==> config.mk <==
export PLATFORM = sky130hd
export DESIGN_NAME = dual_reload_timer
export DESIGN_NICKNAME = d
export VERILOG_FILES = /design/src/rtl/drt_pkg.sv /design/src/rtl/drt_tick_gen.sv /design/src/rtl/drt_counter.sv /design/src/rtl/dual_reload_timer.sv
export SDC_FILE = /design/constraint.sdc
export NUM_CORES = 1
export LEC_CHECK = 0
export ABC_AREA = 1
export BUFFER_PORTS_ARGS = -buffer_cell sky130_fd_sc_hd__buf_4
export CORE_MARGIN = 10
export CORE_UTILIZATION = 40
export DETAILED_ROUTE_END_ITERATION = 7
export HOLD_SLACK_MARGIN = 0.08
export SKIP_LAST_GASP = 1
export SYNTH_ARGS = -nofsm -noshare
export SYNTH_HDL_FRONTEND = slang
export SYNTH_HIERARCHICAL = 1
export SYNTH_SLANG_ARGS = --single-unit
==> constraint.sdc <==
create_clock -name clk -period 2 [get_ports clk]
set_input_delay 0.4 -clock clk [delete_from_list [all_inputs] [get_ports clk]]
set_output_delay 0.4 -clock clk [all_outputs]
set_load 0.02 [all_outputs]
==> src/rtl/drt_pkg.sv <==
// Package: drt_pkg
// Shared sizes, register word indices and control/status bit placement for
// the dual reload timer. Assumes two timers and 32-bit registers; the control
// field positions are fixed by the register layout and need DATA_W >= 25.
package drt_pkg;

    localparam int DATA_W  = 32;
    localparam int NUM_TMR = 2;
    localparam int DIV_W   = 3;
    localparam int ADDR_W  = 5;
    localparam int WSEL_W  = ADDR_W - 2;

    // Word index of each register (byte address bits 4:2)
    typedef enum logic [WSEL_W-1:0] {
        W_CTRL  = 3'd0,
        W_STAT  = 3'd1,
        W_GAP2  = 3'd2,
        W_GAP3  = 3'd3,
        W_RLD0  = 3'd4,
        W_CNT0  = 3'd5,
        W_RLD1  = 3'd6,
        W_CNT1  = 3'd7
    } word_e;

    // Per-timer configuration decoded from the control register
    typedef struct packed {
        logic             run;
        logic             autold;
        logic             use_ref;
        logic [DIV_W-1:0] div;
    } tmr_cfg_t;

    function automatic int run_pos(input int t);
        return 2 * t;
    endfunction

    function automatic int ar_pos(input int t);
        return 2 * t + 1;
    endfunction

    function automatic int src_pos(input int t);
        return 11 + t;
    endfunction

    function automatic int div_pos(input int t);
        return 19 + DIV_W * t;
    endfunction

    function automatic int flag_pos(input int t);
        return 8 * t;
    endfunction

    function automatic int rld_word(input int t);
        return 4 + 2 * t;
    endfunction

    function automatic int cnt_word(input int t);
        return 5 + 2 * t;
    endfunction

    // Bits of the control register that hold state
    function automatic logic [DATA_W-1:0] ctrl_keep();
        logic [DATA_W-1:0] m;
        m = '0;
        for (int t = 0; t < NUM_TMR; t++) begin
            m[run_pos(t)]              = 1'b1;
            m[ar_pos(t)]               = 1'b1;
            m[src_pos(t)]              = 1'b1;
            m[div_pos(t) +: DIV_W]     = '1;
        end
        return m;
    endfunction

    // Bits of the status register that hold state
    function automatic logic [DATA_W-1:0] stat_keep();
        logic [DATA_W-1:0] m;
        m = '0;
        for (int t = 0; t < NUM_TMR; t++) begin
            m[flag_pos(t)] = 1'b1;
        end
        return m;
    endfunction

endpackage

==> src/rtl/drt_tick_gen.sv <==
// Module: drt_tick_gen
// Produces the count-enable pulse for one timer. It picks either the
// external reference tick or a power-of-two division of the system clock.
// Assumes ref_tick is already synchronous to clk. The prescaler counter is
// private to the timer and is held at zero while the timer is stopped.
module drt_tick_gen #(
    parameter int DIV_W = 3
) (
    input  logic             clk,
    input  logic             rst_n,
    input  logic             run,
    input  logic             use_ref,
    input  logic             ref_tick,
    input  logic [DIV_W-1:0] div_sel,
    output logic             tick
);

    localparam int PRE_W = (1 << DIV_W) - 1;

    logic [PRE_W-1:0] pre_q;
    logic [PRE_W-1:0] pre_mask;

    // Low-bit mask whose all-ones state marks the end of a 2^n window
    always_comb pre_mask = ~({PRE_W{1'b1}} << div_sel);

    // Free-running prescaler, restarted whenever the timer is stopped
    always_ff @(posedge clk) begin
        if (!rst_n) begin
            pre_q <= '0;
        end else if (!run) begin
            pre_q <= '0;
        end else begin
            pre_q <= pre_q + PRE_W'(1);
        end
    end

    // Tick select between reference input and prescaler window end
    always_comb begin
        if (!run) begin
            tick = 1'b0;
        end else if (use_ref) begin
            tick = ref_tick;
        end else begin
            tick = ((pre_q & pre_mask) == pre_mask);
        end
    end

    // The prescaler must start from zero on every start of the timer
    p_prescale_restart_r4: assert property (@(posedge clk) disable iff (!rst_n)
        $rose(run) |-> (pre_q == '0));

endmodule

==> src/rtl/drt_counter.sv <==
// Module: drt_counter
// One 32-bit down counter with its reload register. On a tick it decrements,
// or at zero either reloads (auto-reload) or holds at zero (one-shot). It
// reports an event and, for one-shot use, a request to clear the run bit.
// Assumes bus writes and ticks are single-cycle strobes in the clk domain.
module drt_counter #(
    parameter int W = 32
) (
    input  logic         clk,
    input  logic         rst_n,
    input  logic         tick,
    input  logic         auto_reload,
    input  logic         val_wr,
    input  logic         rld_wr,
    input  logic [W-1:0] wdata,
    output logic [W-1:0] value,
    output logic [W-1:0] reload,
    output logic         expire,
    output logic         stop
);

    logic         at_zero;
    logic [W-1:0] step;

    // Next count if a tick is applied this cycle
    always_comb begin
        at_zero = (value == '0);
        if (!at_zero) begin
            step = value - W'(1);
        end else if (auto_reload) begin
            step = reload;
        end else begin
            step = '0;
        end
    end

    // Event when a tick leaves the count at zero, except a one-shot idle tick
    assign expire = tick && (step == '0) && (!at_zero || auto_reload);

    // One-shot timers disarm on the tick that ends at zero
    assign stop = tick && (step == '0) && !auto_reload;

    // Live count: bus write first, then tick
    always_ff @(posedge clk) begin
        if (!rst_n) begin
            value <= '1;
        end else if (val_wr) begin
            value <= wdata;
        end else if (tick) begin
            value <= step;
        end
    end

    // Reload register, written by the bus only
    always_ff @(posedge clk) begin
        if (!rst_n) begin
            reload <= '1;
        end else if (rld_wr) begin
            reload <= wdata;
        end
    end

    p_count_step_r6: assert property (@(posedge clk) disable iff (!rst_n)
        (tick && !at_zero && !val_wr) |=> (value == $past(value) - W'(1)));

    p_write_first_r6: assert property (@(posedge clk) disable iff (!rst_n)
        val_wr |=> (value == $past(wdata)));

    p_reload_at_zero_r7: assert property (@(posedge clk) disable iff (!rst_n)
        (tick && at_zero && auto_reload && !val_wr) |=> (value == $past(reload)));

    p_hold_zero_r8: assert property (@(posedge clk) disable iff (!rst_n)
        (tick && at_zero && !auto_reload && !val_wr) |=> (value == '0));

endmodule

==> src/rtl/dual_reload_timer.sv <==
// Module: dual_reload_timer
// Register front end for two down-counting timers. It holds the shared
// control and status registers, decodes the single-cycle bus and drives one
// interrupt level per timer. Assumes bus_addr is stable while bus_wr is high
// and that reads are combinational in the cycle they are presented.
module dual_reload_timer
    import drt_pkg::*;
(
    input  logic                clk,
    input  logic                rst_n,
    input  logic                bus_wr,
    input  logic [ADDR_W-1:0]   bus_addr,
    input  logic [DATA_W-1:0]   bus_wdata,
    output logic [DATA_W-1:0]   bus_rdata,
    input  logic                ref_tick,
    output logic [NUM_TMR-1:0]  irq
);

    localparam logic [DATA_W-1:0] CTRL_KEEP = ctrl_keep();
    localparam logic [DATA_W-1:0] STAT_KEEP = stat_keep();

    logic [DATA_W-1:0] ctrl_q, ctrl_d;
    logic [DATA_W-1:0] stat_q, stat_d;
    word_e             wsel;
    logic              ctrl_wr, stat_wr;
    logic              unused_lsb;

    tmr_cfg_t          cfg     [NUM_TMR];
    logic [DATA_W-1:0] cnt_val [NUM_TMR];
    logic [DATA_W-1:0] rld_val [NUM_TMR];
    logic [NUM_TMR-1:0] tick, expire, stop, val_wr, rld_wr;

    // Word decode of the byte address
    assign wsel       = word_e'(bus_addr[ADDR_W-1:2]);
    assign unused_lsb = ^bus_addr[1:0];
    assign ctrl_wr    = bus_wr && (wsel == W_CTRL);
    assign stat_wr    = bus_wr && (wsel == W_STAT);

    for (genvar g = 0; g < NUM_TMR; g++) begin : g_tmr
        localparam int RP = run_pos(g);
        localparam int AP = ar_pos(g);
        localparam int SP = src_pos(g);
        localparam int DP = div_pos(g);
        localparam int FP = flag_pos(g);
        localparam logic [WSEL_W-1:0] RW = WSEL_W'(rld_word(g));
        localparam logic [WSEL_W-1:0] CW = WSEL_W'(cnt_word(g));

        // Field extraction for this timer
        assign cfg[g].run     = ctrl_q[RP];
        assign cfg[g].autold  = ctrl_q[AP];
        assign cfg[g].use_ref = ctrl_q[SP];
        assign cfg[g].div     = ctrl_q[DP +: DIV_W];

        // Bus strobes for this timer's count and reload registers
        assign val_wr[g] = bus_wr && (bus_addr[ADDR_W-1:2] == CW);
        assign rld_wr[g] = bus_wr && (bus_addr[ADDR_W-1:2] == RW);

        drt_tick_gen #(
            .DIV_W    (DIV_W)
        ) u_tick (
            .clk      (clk),
            .rst_n    (rst_n),
            .run      (cfg[g].run),
            .use_ref  (cfg[g].use_ref),
            .ref_tick (ref_tick),
            .div_sel  (cfg[g].div),
            .tick     (tick[g])
        );

        drt_counter #(
            .W           (DATA_W)
        ) u_cnt (
            .clk         (clk),
            .rst_n       (rst_n),
            .tick        (tick[g]),
            .auto_reload (cfg[g].autold),
            .val_wr      (val_wr[g]),
            .rld_wr      (rld_wr[g]),
            .wdata       (bus_wdata),
            .value       (cnt_val[g]),
            .reload      (rld_val[g]),
            .expire      (expire[g]),
            .stop        (stop[g])
        );

        // Interrupt level mirrors the flag
        assign irq[g] = stat_q[FP];

        p_event_flags_r9: assert property (@(posedge clk) disable iff (!rst_n)
            expire[g] |=> irq[g]);

        p_zero_clears_r10: assert property (@(posedge clk) disable iff (!rst_n)
            (stat_wr && !bus_wdata[FP] && !expire[g]) |=> !irq[g]);

        p_one_shot_disarm_r8: assert property (@(posedge clk) disable iff (!rst_n)
            (stop[g] && !ctrl_wr) |=> !ctrl_q[RP]);
    end

    // Control next state: bus write overrides one-shot self-clear
    always_comb begin
        ctrl_d = ctrl_q;
        for (int t = 0; t < NUM_TMR; t++) begin
            if (stop[t]) begin
                ctrl_d[run_pos(t)] = 1'b0;
            end
        end
        if (ctrl_wr) begin
            ctrl_d = bus_wdata & CTRL_KEEP;
        end
    end

    // Status next state: write-zero clear, then events set
    always_comb begin
        stat_d = stat_q;
        if (stat_wr) begin
            stat_d = stat_q & bus_wdata;
        end
        for (int t = 0; t < NUM_TMR; t++) begin
            if (expire[t]) begin
                stat_d[flag_pos(t)] = 1'b1;
            end
        end
        stat_d = stat_d & STAT_KEEP;
    end

    // Shared register state
    always_ff @(posedge clk) begin
        if (!rst_n) begin
            ctrl_q <= '0;
            stat_q <= '0;
        end else begin
            ctrl_q <= ctrl_d;
            stat_q <= stat_d;
        end
    end

    // Combinational read mux
    always_comb begin
        case (wsel)
            W_CTRL:  bus_rdata = ctrl_q;
            W_STAT:  bus_rdata = stat_q;
            W_RLD0:  bus_rdata = rld_val[0];
            W_CNT0:  bus_rdata = cnt_val[0];
            W_RLD1:  bus_rdata = rld_val[1];
            W_CNT1:  bus_rdata = cnt_val[1];
            default: bus_rdata = '0;
        endcase
    end

    p_ctrl_write_r3: assert property (@(posedge clk) disable iff (!rst_n)
        ctrl_wr |=> (ctrl_q == ($past(bus_wdata) & CTRL_KEEP)));

endmodule

# Word-level counts from Yosys, hierarchy flattened
# Index checks and enable logic that the tools add are counted.
# totals
regBits	156
in_bits	41
output_inout_bits	34
elab_cells	79
# op_classes
n_addsub	4
eq_ne	7
n_shift	2
mux	19
bitwise_logic	5
reduce_logical	31
# ops
operator	count
two-way mux 32 bit	8
one-hot mux 32 bit (6 select lines)	1
logical NOT 32 bit	4
subtractor 32 x 1 -> 32 bit (second input constant)	2
adder 7 x 1 -> 7 bit (second input constant)	2
bitwise AND 7 bit	2
== test 7 bit	2
inverter 7 bit	2
left shift 7 x 3 -> 7 bit (first input constant)	2
== test 3 bit (second input constant)	4
logical AND 1 bit	12
nonzero test 2 bit	6
bitwise AND 9 bit	1
two-way mux 9 bit	1
two-way mux 1 bit	8
logical NOT 1 bit	4
AND reduction 2 bit	2
== test 3 x 1 -> 1 bit (second input constant)	1
logical NOT 3 bit	1
two-way mux 3 bit	1
logical OR 1 bit	2

# Logic depth before layout (Yosys ltp)
# Gate-level depths: netlist of run 1.
# depth
word_depth	10
ltp_mapped	20
depth_no_buf	19

# Modules after synthesis
# The synthesis of run 1 kept the hierarchy.
# by_module_without_submodules
module	n_inst	cells_each	area_per_inst_um2	seq_area_each_um2
drt_counter	2	687	4101.4	1281.2
dual_reload_timer	1	340	1770.4	280.3
drt_tick_gen	2	48	352.8	140.1

# Worst setup path before layout of run 1
# Ideal clock, no wire load.
# synth_timing
kind	register -> register
startpoint	register g_tmr[0].u_cnt.value[0]
endpoint	register ctrl_q[0]
setup_ns	0.064
t_arrival_ns	1.906
t_required_ns	1.936
path_slack_ns	0.030
path_stages_with_launch	20
path_buffers	1
period_less_slack_ns	1.970
path_cell_list	dfxtp_1 inv_1 ha_1 nand2_1 nor2_1 nand2_2 nor2_8 nand2_2 inv_2 buf_4 nand2_1 o21ai_1 nor2_1 nand2_1 nor2_1 nand3_1 nor2_1 o21ai_0 inv_1 nor2_1
# synth_between
elab_chain_len	6
elab_cells_between_ends	7
classes_between	1 x add/sub; 1 x mux; 5 x reduce/logical
# synth_rtl
item	line_no	source
from (decl)	drt_counter.sv:16	output logic [W-1:0] value,
from (signal assigned)	drt_counter.sv:48	value <= wdata;
from (signal assigned)	drt_counter.sv:50	value <= step;
subtractor 32 x 1 -> 32 bit or logical NOT 32 bit (tied branches)	drt_counter.sv:29, drt_counter.sv:27	
two-way mux 32 bit *	drt_counter.sv:28	if (!at_zero) begin
logical NOT 32 bit *	drt_counter.sv:41	assign stop = tick && (step == '0) && !auto_reload;
logical AND 1 bit * (2 in series)	drt_counter.sv:41	
net stop[0]	dual_reload_timer.sv:31	logic [NUM_TMR-1:0] tick, expire, stop, val_wr, rld_wr;
nonzero test 2 bit (no source line) *	-	
to (signal assigned)	dual_reload_timer.sv:132	ctrl_q <= ctrl_d;
to (decl)	dual_reload_timer.sv:22	logic [DATA_W-1:0] ctrl_q, ctrl_d;
# The timed path passes the listed nets; every way through them passes the cells marked *.
# A chain may end at the register's enable or synchronous reset.

# Final worst setup path of run 1
# layout_timing
startpoint	register g_tmr[0].u_cnt.value[1]
endpoint	register ctrl_q[0]
# Same word-level chain as after synthesis.

==> flow_summary.json, run 1 <==
{
  "status": "finished with violations",
  "violations": "negative setup slack",
  "synth.cell_area_sq_mm": 0.0107,
  "combPwrFrac_pct": 21.0,
  "cp_slowest_cell": "dfxtp_4",
  "dp_hpwl_mm": 35.6,
  "swShare_pct": 31.6,
  "p_per_area_mw_per_mm2": 567,
  "grt_remaining_overflow": 0,
  "power_switching_mw": 2.77,
  "regToRegEndpoint": "ctrl_q[0]",
  "multiInputGateArea_sq_mm": 0.00733,
  "synth_top_flop_cell": "dfxtp_1",
  "cp_cell_sequence": "inv_4 > ha_4 > nand2_4 > nor2_4 > nand2_4 > nor2_8 > buf_6 > nand2_4 > buf_4 > o21ai_1 > nor2_1 > nand3_1 > nor2_4 > nand3_2 > nor2_2 > o21ai_1 > inv_1 > nor2_1",
  "insertion_delay_ns": 0.44,
  "cp_top_family": "simple AND/OR/NAND/NOR gates",
  "core_sq_mm": 0.0261,
  "maxSlewViolCount": 0,
  "drc": 0,
  "p_seq_share_pct": 38.9,
  "endpoint_kind": "register",
  "cp.arrival_ns": 2.61,
  "hold_path_end": "g_tmr[0].u_cnt/value[5]",
  "final_nets": 2195,
  "ctsHoldBuffers": 0,
  "syn-mean-instance-area_sq_um": 5.90,
  "hp-class": "in2reg",
  "cp.buffers_inverters": 4,
  "via_per_inst": 5.48,
  "fin_setup_tns_ns": -0.999,
  "die_height_um": 183,
  "synth_cells": 1810,
  "grt_antenna_before_repair": 1,
  "period_minus_slack_ns": 2.24,
  "clkSinkCount": 156,
  "path_clk_slew_ns": 0.07,
  "routed_wl_mm": 47.4,
  "drt-wirelength-per-cell_um": 19.0,
  "setup_viol": 7,
  "clock_skew_ns": 0.0132,
  "pre_cts_ws_ns": -0.365,
  "synthArstFlopShare_pct": 0,
  "cts_tree": "yes",
  "dr.pass1.iters": 6,
  "fill_cells": 2567,
  "via_count": 13700,
  "setup_slack_ns": -0.244,
  "critPathKind": "reg2reg",
  "total_power_mw": 8.78,
  "fin_crit_sh_pct": 112,
  "clockBufferDepth": 2,
  "ys_seq_elements": 156,
  "p_int_mw": 6.00,
  "synth_most_common_cell": "nand2_1",
  "n_antenna_cell": 0,
  "max-cap-violations": 0,
  "yosys.area.top_type": "dfxtp_1",
  "hold_start": "bus_wdata[5]",
  "cp.required_ns": 2.37,
  "syn_to_final_growth_pct": 44.9,
  "finalHoldViolCount": 0,
  "grt_pass1_vias": 12700,
  "start_kind": "register",
  "start_util_pct": 40.9,
  "cp_common_cell": "nand2_4",
  "crit_start": "g_tmr[0].u_cnt/value[1]",
  "maxSlewHeadroom_pct": 74.3,
  "io_pins": 75,
  "r2r-start": "g_tmr[0].u_cnt/value[1]",
  "power_frac_clock_pct": 40.0,
  "synth_cell_type_count": 34,
  "cts_buffers": 17,
  "placedInstanceArea_sq_mm": 0.0135,
  "synth_nets": 1857,
  "grt_setup_unrepaired": "yes",
  "final_antenna_net_count": 0,
  "yosysWarnings": 6,
  "vdd_drop_max_mv": 0.540,
  "yosysTopAreaCellShare_pct": 29.2,
  "gp_congestion": 1.01,
  "seqCellArea_sq_mm": 0.00319,
  "worstPathMaxFanout": 5,
  "port_buffers": 72,
  "max_freq_mhz": 446,
  "whs_path_depth": 3,
  "num_rows": 59,
  "grt_max_degree": 73,
  "yosysSeqAreaShare_pct": 29.2,
  "cts-root-buf": "clkbuf_16",
  "yosys-top-cells-count": "nand2_1, nor2_1, nand3_1, dfxtp_1, inv_1",
  "die_area_sq_mm": 0.0336,
  "max_stage_delay_ns": 0.36,
  "final_cell_area_sq_mm": 0.0155,
  "synth.area.top_cells": "dfxtp_1, nand2_1, nor2_1",
  "grt_pass1_wl_mm": 70.0,
  "die_width_um": 183,
  "htreeDepth": 4,
  "r2r_setup_slack_ns": -0.24,
  "reg2reg_depth": 18,
  "p_leak_nw": 7.72,
  "drive_above_1_share_pct": 32.7,
  "synth_edf_count": 0,
  "initialDrtViolationCount": 1634,
  "track_usage_pct": 26.7,
  "fin_util_pct": 59.2,
  "worstMarginPinSlew_ns": 0.381
}
[cell usage in the layout, fill, tap and decap left out, types with 5 or more instances in the layout]
master / count
xnor2_1: 10
nand3b_1: 10
buf_4: 364
o211ai_1: 12
nand2_2: 46
dfxtp_1: 119
dfxtp_2: 28
nand2_4: 20
buf_12: 13
nand3_2: 10
clkbuf_16: 18
nor2_4: 49
nand4_1: 100
inv_2: 13
o2111ai_1: 20
inv_6: 8
nand3_1: 171
inv_4: 7
inv_1: 139
nor3_1: 5
nand2_1: 613
o21bai_1: 12
dfxtp_4: 9
o21ai_2: 7
a21oi_1: 15
o21ai_0: 26
o21ai_1: 14
buf_6: 17
nor2_1: 170
nor2_2: 63
[sequential cells by signal, summed over array words and instances, names as in the netlist]
register and count:
g_tmr.u_cnt/reload 64, g_tmr.u_cnt/value 64, g_tmr.u_tick/pre_q 14, ctrl_q 12, stat_q 2
[worst max-delay path by stage]
stage / cells after the start / end
floorplan: 19 / ctrl_q[0]
global placement: 19 / ctrl_q[0]
detailed placement: 20 / ctrl_q[0]
CTS: 17 / ctrl_q[0]
global route: 17 / stat_q[0]
finish: 18 / ctrl_q[0]
[stage by stage]
step | instances | hold slack, ns
CTS | 2477 | 0.217
finish | 2495 | 0.228
global placement | 2420 | 0.436
global route | 2495 | 0.228
floorplan | 1810 | 0.422
detailed placement | 2420 | 0.437
[final cells by class]
type | instances | area share [%]
clock buffers | 17 | 2.75
flip-flops and latches | 156 | 20.6
inverters | 168 | 4.38
repair inverters | 1 | 0.0566
clock inverters | 14 | 1.19
multi-input cells | 1406 | 47.3
well taps | 335 | 2.71
repair buffers | 398 | 21.0
[cell families after synthesis]
| logic type | synth area share, % |
|---|---|
| AOI/OAI and AO/OA | 6.73 |
| xor gates and xnor gates | 1.15 |
| adders and majority gates | 0.703 |
| buffers and inverters | 9.61 |
| DFF | 29.2 |
| and+or+nand+nor | 52.6 |
[power groups by stage]
stage	clock network [mW]	logic [mW]	registers, mW
CTS	3.54	1.76	3.40
floorplan	0	0.784	3.45
global route	3.67	1.98	3.43
detailed placement	0	1.70	3.45
global placement	0	1.69	3.45
finish	3.51	1.85	3.42
[tightest hold or removal path, stage by stage]
cell       delay, ns
buf_4           0.12
nand2_1         0.05
o2111ai_1       0.06
[layer usage]
layer,wire length [um],global-route usage [%],vias to the layer above
met1,19800,34.6,6367
li1,-,-,6506
met5,13,0,-
met4,1910,11.1,2
met2,21300,42.0,673
met3,4360,5.69,117
[what timing repair did]
action | CTS | global route
pin swaps | 81 | 82
endpoints found under the setup margin | 15 | 55
resized for setup | 163 | 154
buffers inserted | 25 | 15
cloned | 2 | 3
Note: power is estimated with default switching activity, not from simulation.
==> run 2, diff against run 1 <==
Settings changed: HOLD_SLACK_MARGIN 0.08 to 0.05, PLACE_DENSITY set to 0.62.
==> flow_summary.json, run 2 (synthesis results as in run 1) <==
{
  "status": "finished with violations",
  "violations": "negative setup slack",
  "drc": 0,
  "combPwrFrac_pct": 21.5,
  "cts_tree": "yes",
  "grt_max_degree": 38,
  "final_common_cell": "nand2_1",
  "worstPathMaxFanout": 7,
  "maxSlewViolCount": 0,
  "max-cap-violations": 0,
  "p_per_area_mw_per_mm2": 556,
  "dr.pass1.iters": 6,
  "pre_cts_ws_ns": -0.351,
  "vdd_drop_max_mv": 0.508,
  "core_sq_mm": 0.0261,
  "fin_crit_sh_pct": 115,
  "insertion_delay_ns": 0.44,
  "setup_slack_ns": -0.303,
  "grt_antenna_before_repair": 0,
  "cp_top_family": "simple AND/OR/NAND/NOR gates",
  "cp_cell_sequence": "nor2_4 > nand2_2 > buf_4 > nor2_2 > nand2_1 > inv_2 > nand2_4 > buf_4 > nor2_1 > nor2_1 > nand2_1 > nor2_1 > nand2_1 > nor2_2 > nand3_2 > nor2_1 > o21ai_1 > inv_1 > nor2_1",
  "endpoint_kind": "register",
  "cp.buffers_inverters": 4,
  "cts_buffers": 17,
  "ctsHoldBuffers": 0,
  "swShare_pct": 33.1,
  "drive_above_1_share_pct": 34.3,
  "final_nets": 2204,
  "die_height_um": 183,
  "cts-root-buf": "clkbuf_16",
  "die_area_sq_mm": 0.0336,
  "grt_setup_unrepaired": "yes",
  "start_kind": "register",
  "period_minus_slack_ns": 2.30,
  "track_usage_pct": 27.2,
  "reg_top3": "g_tmr.u_cnt/reload: 64 flops, g_tmr.u_cnt/value: 64 flops, g_tmr.u_tick/pre_q: 14 flops",
  "n_antenna_cell": 0,
  "fin_cells": 2505,
  "clock_skew_ns": 0.0146,
  "htreeDepth": 4,
  "syn_to_final_growth_pct": 47.2,
  "power_frac_clock_pct": 39.4,
  "total_power_mw": 8.75,
  "worstMarginPinSlew_ns": 0.387,
  "drt-wirelength-per-cell_um": 18.9,
  "path_clk_slew_ns": 0.08,
  "mostFrequentLayoutCells": "nand2_1, buf_4, nor2_1",
  "grt_pass1_wl_mm": 71.9,
  "p_int_mw": 5.85,
  "p_seq_share_pct": 39.1,
  "gp_congestion": 1.00,
  "num_rows": 59,
  "power_switching_mw": 2.90,
  "clkSinkCount": 156,
  "via_count": 13800,
  "via_per_inst": 5.52,
  "port_buffers": 72,
  "grt_remaining_overflow": 0,
  "fin_util_pct": 60.2,
  "cp_common_cell": "nor2_1",
  "maxSlewHeadroom_pct": 74.2,
  "setup_viol": 6,
  "r2r_setup_slack_ns": -0.30,
  "max_stage_delay_ns": 0.38,
  "routed_wl_mm": 47.3,
  "p_leak_nw": 7.80,
  "initialDrtViolationCount": 1717,
  "cp.required_ns": 2.34,
  "die_width_um": 183,
  "critPathKind": "reg2reg",
  "cp.arrival_ns": 2.64,
  "max_freq_mhz": 434,
  "finalHoldViolCount": 0,
  "clockBufferDepth": 2,
  "cp_slowest_cell": "dfxtp_1",
  "io_pins": 75,
  "grt_pass1_vias": 13000,
  "dp_hpwl_mm": 35.7,
  "dp.cells": 2432,
  "start_util_pct": 40.9,
  "hp-class": "in2reg",
  "final_antenna_net_count": 0
}
run 2: tightest hold or removal path, stage by stage:
cell       delay, ns
buf_4           0.12
nand2_1         0.05
o2111ai_1       0.06
run 2: stage by stage:
stage	hold slack, ns	cell area (sq um)	setup TNS [ns]
floorplan	0.422	10700	0
global placement	0.438	13700	-1.38
detailed placement	0.444	13700	-1.44
CTS	0.217	15000	-0.861
global route	0.220	15700	-2.11
finish	0.227	15700	-1.03
run 2: routing by layer:
layer | up-vias | GRT usage [%] | wire length [um]
li1 | 6517 | - | -
met1 | 6503 | 36.8 | 20500
met2 | 701 | 43.0 | 21400
met3 | 99 | 5.14 | 4120
met4 | 0 | 7.77 | 1290
met5 | - | 0 | 0
run 2: final timing paths:
kind / cells after the start / start / to
worst max-delay path: 19 / g_tmr[0].u_cnt/value[27] / ctrl_q[0]
worst min-delay path: 3 / bus_wdata[13] / g_tmr[1].u_cnt/value[13]
worst max register to register: 19 / g_tmr[0].u_cnt/value[27] / ctrl_q[0]
worst min register to register: 1 / g_tmr[0].u_tick/pre_q[0] / g_tmr[0].u_tick/pre_q[0]
run 2: power by group through the flow:
stage               sequential (mW)  combinational, mW  clock (mW)
finish                         3.42               1.88        3.45
global route                   3.44               2.01        3.62
CTS                            3.41               1.75        3.48
detailed placement             3.45               1.71           0
global placement               3.45               1.69           0
floorplan                      3.45              0.784           0
run 2: final cells by class:
cell class | count | area, sq um
clock buffer | 17 | 425
tap | 335 | 419
timing repair buffer | 406 | 3410
timing repair inverter | 2 | 11.3
clock inverter | 15 | 190
sequential | 156 | 3190
fill | 2486 | 10400
multi-input combinational | 1406 | 7400
inverter | 168 | 678
run 2: what timing repair did:
item	CTS	global route
endpoints found under the setup margin	10	79
gates cloned	6	0
pin swaps	81	99
buffers inserted	25	20
gates resized for setup	157	188
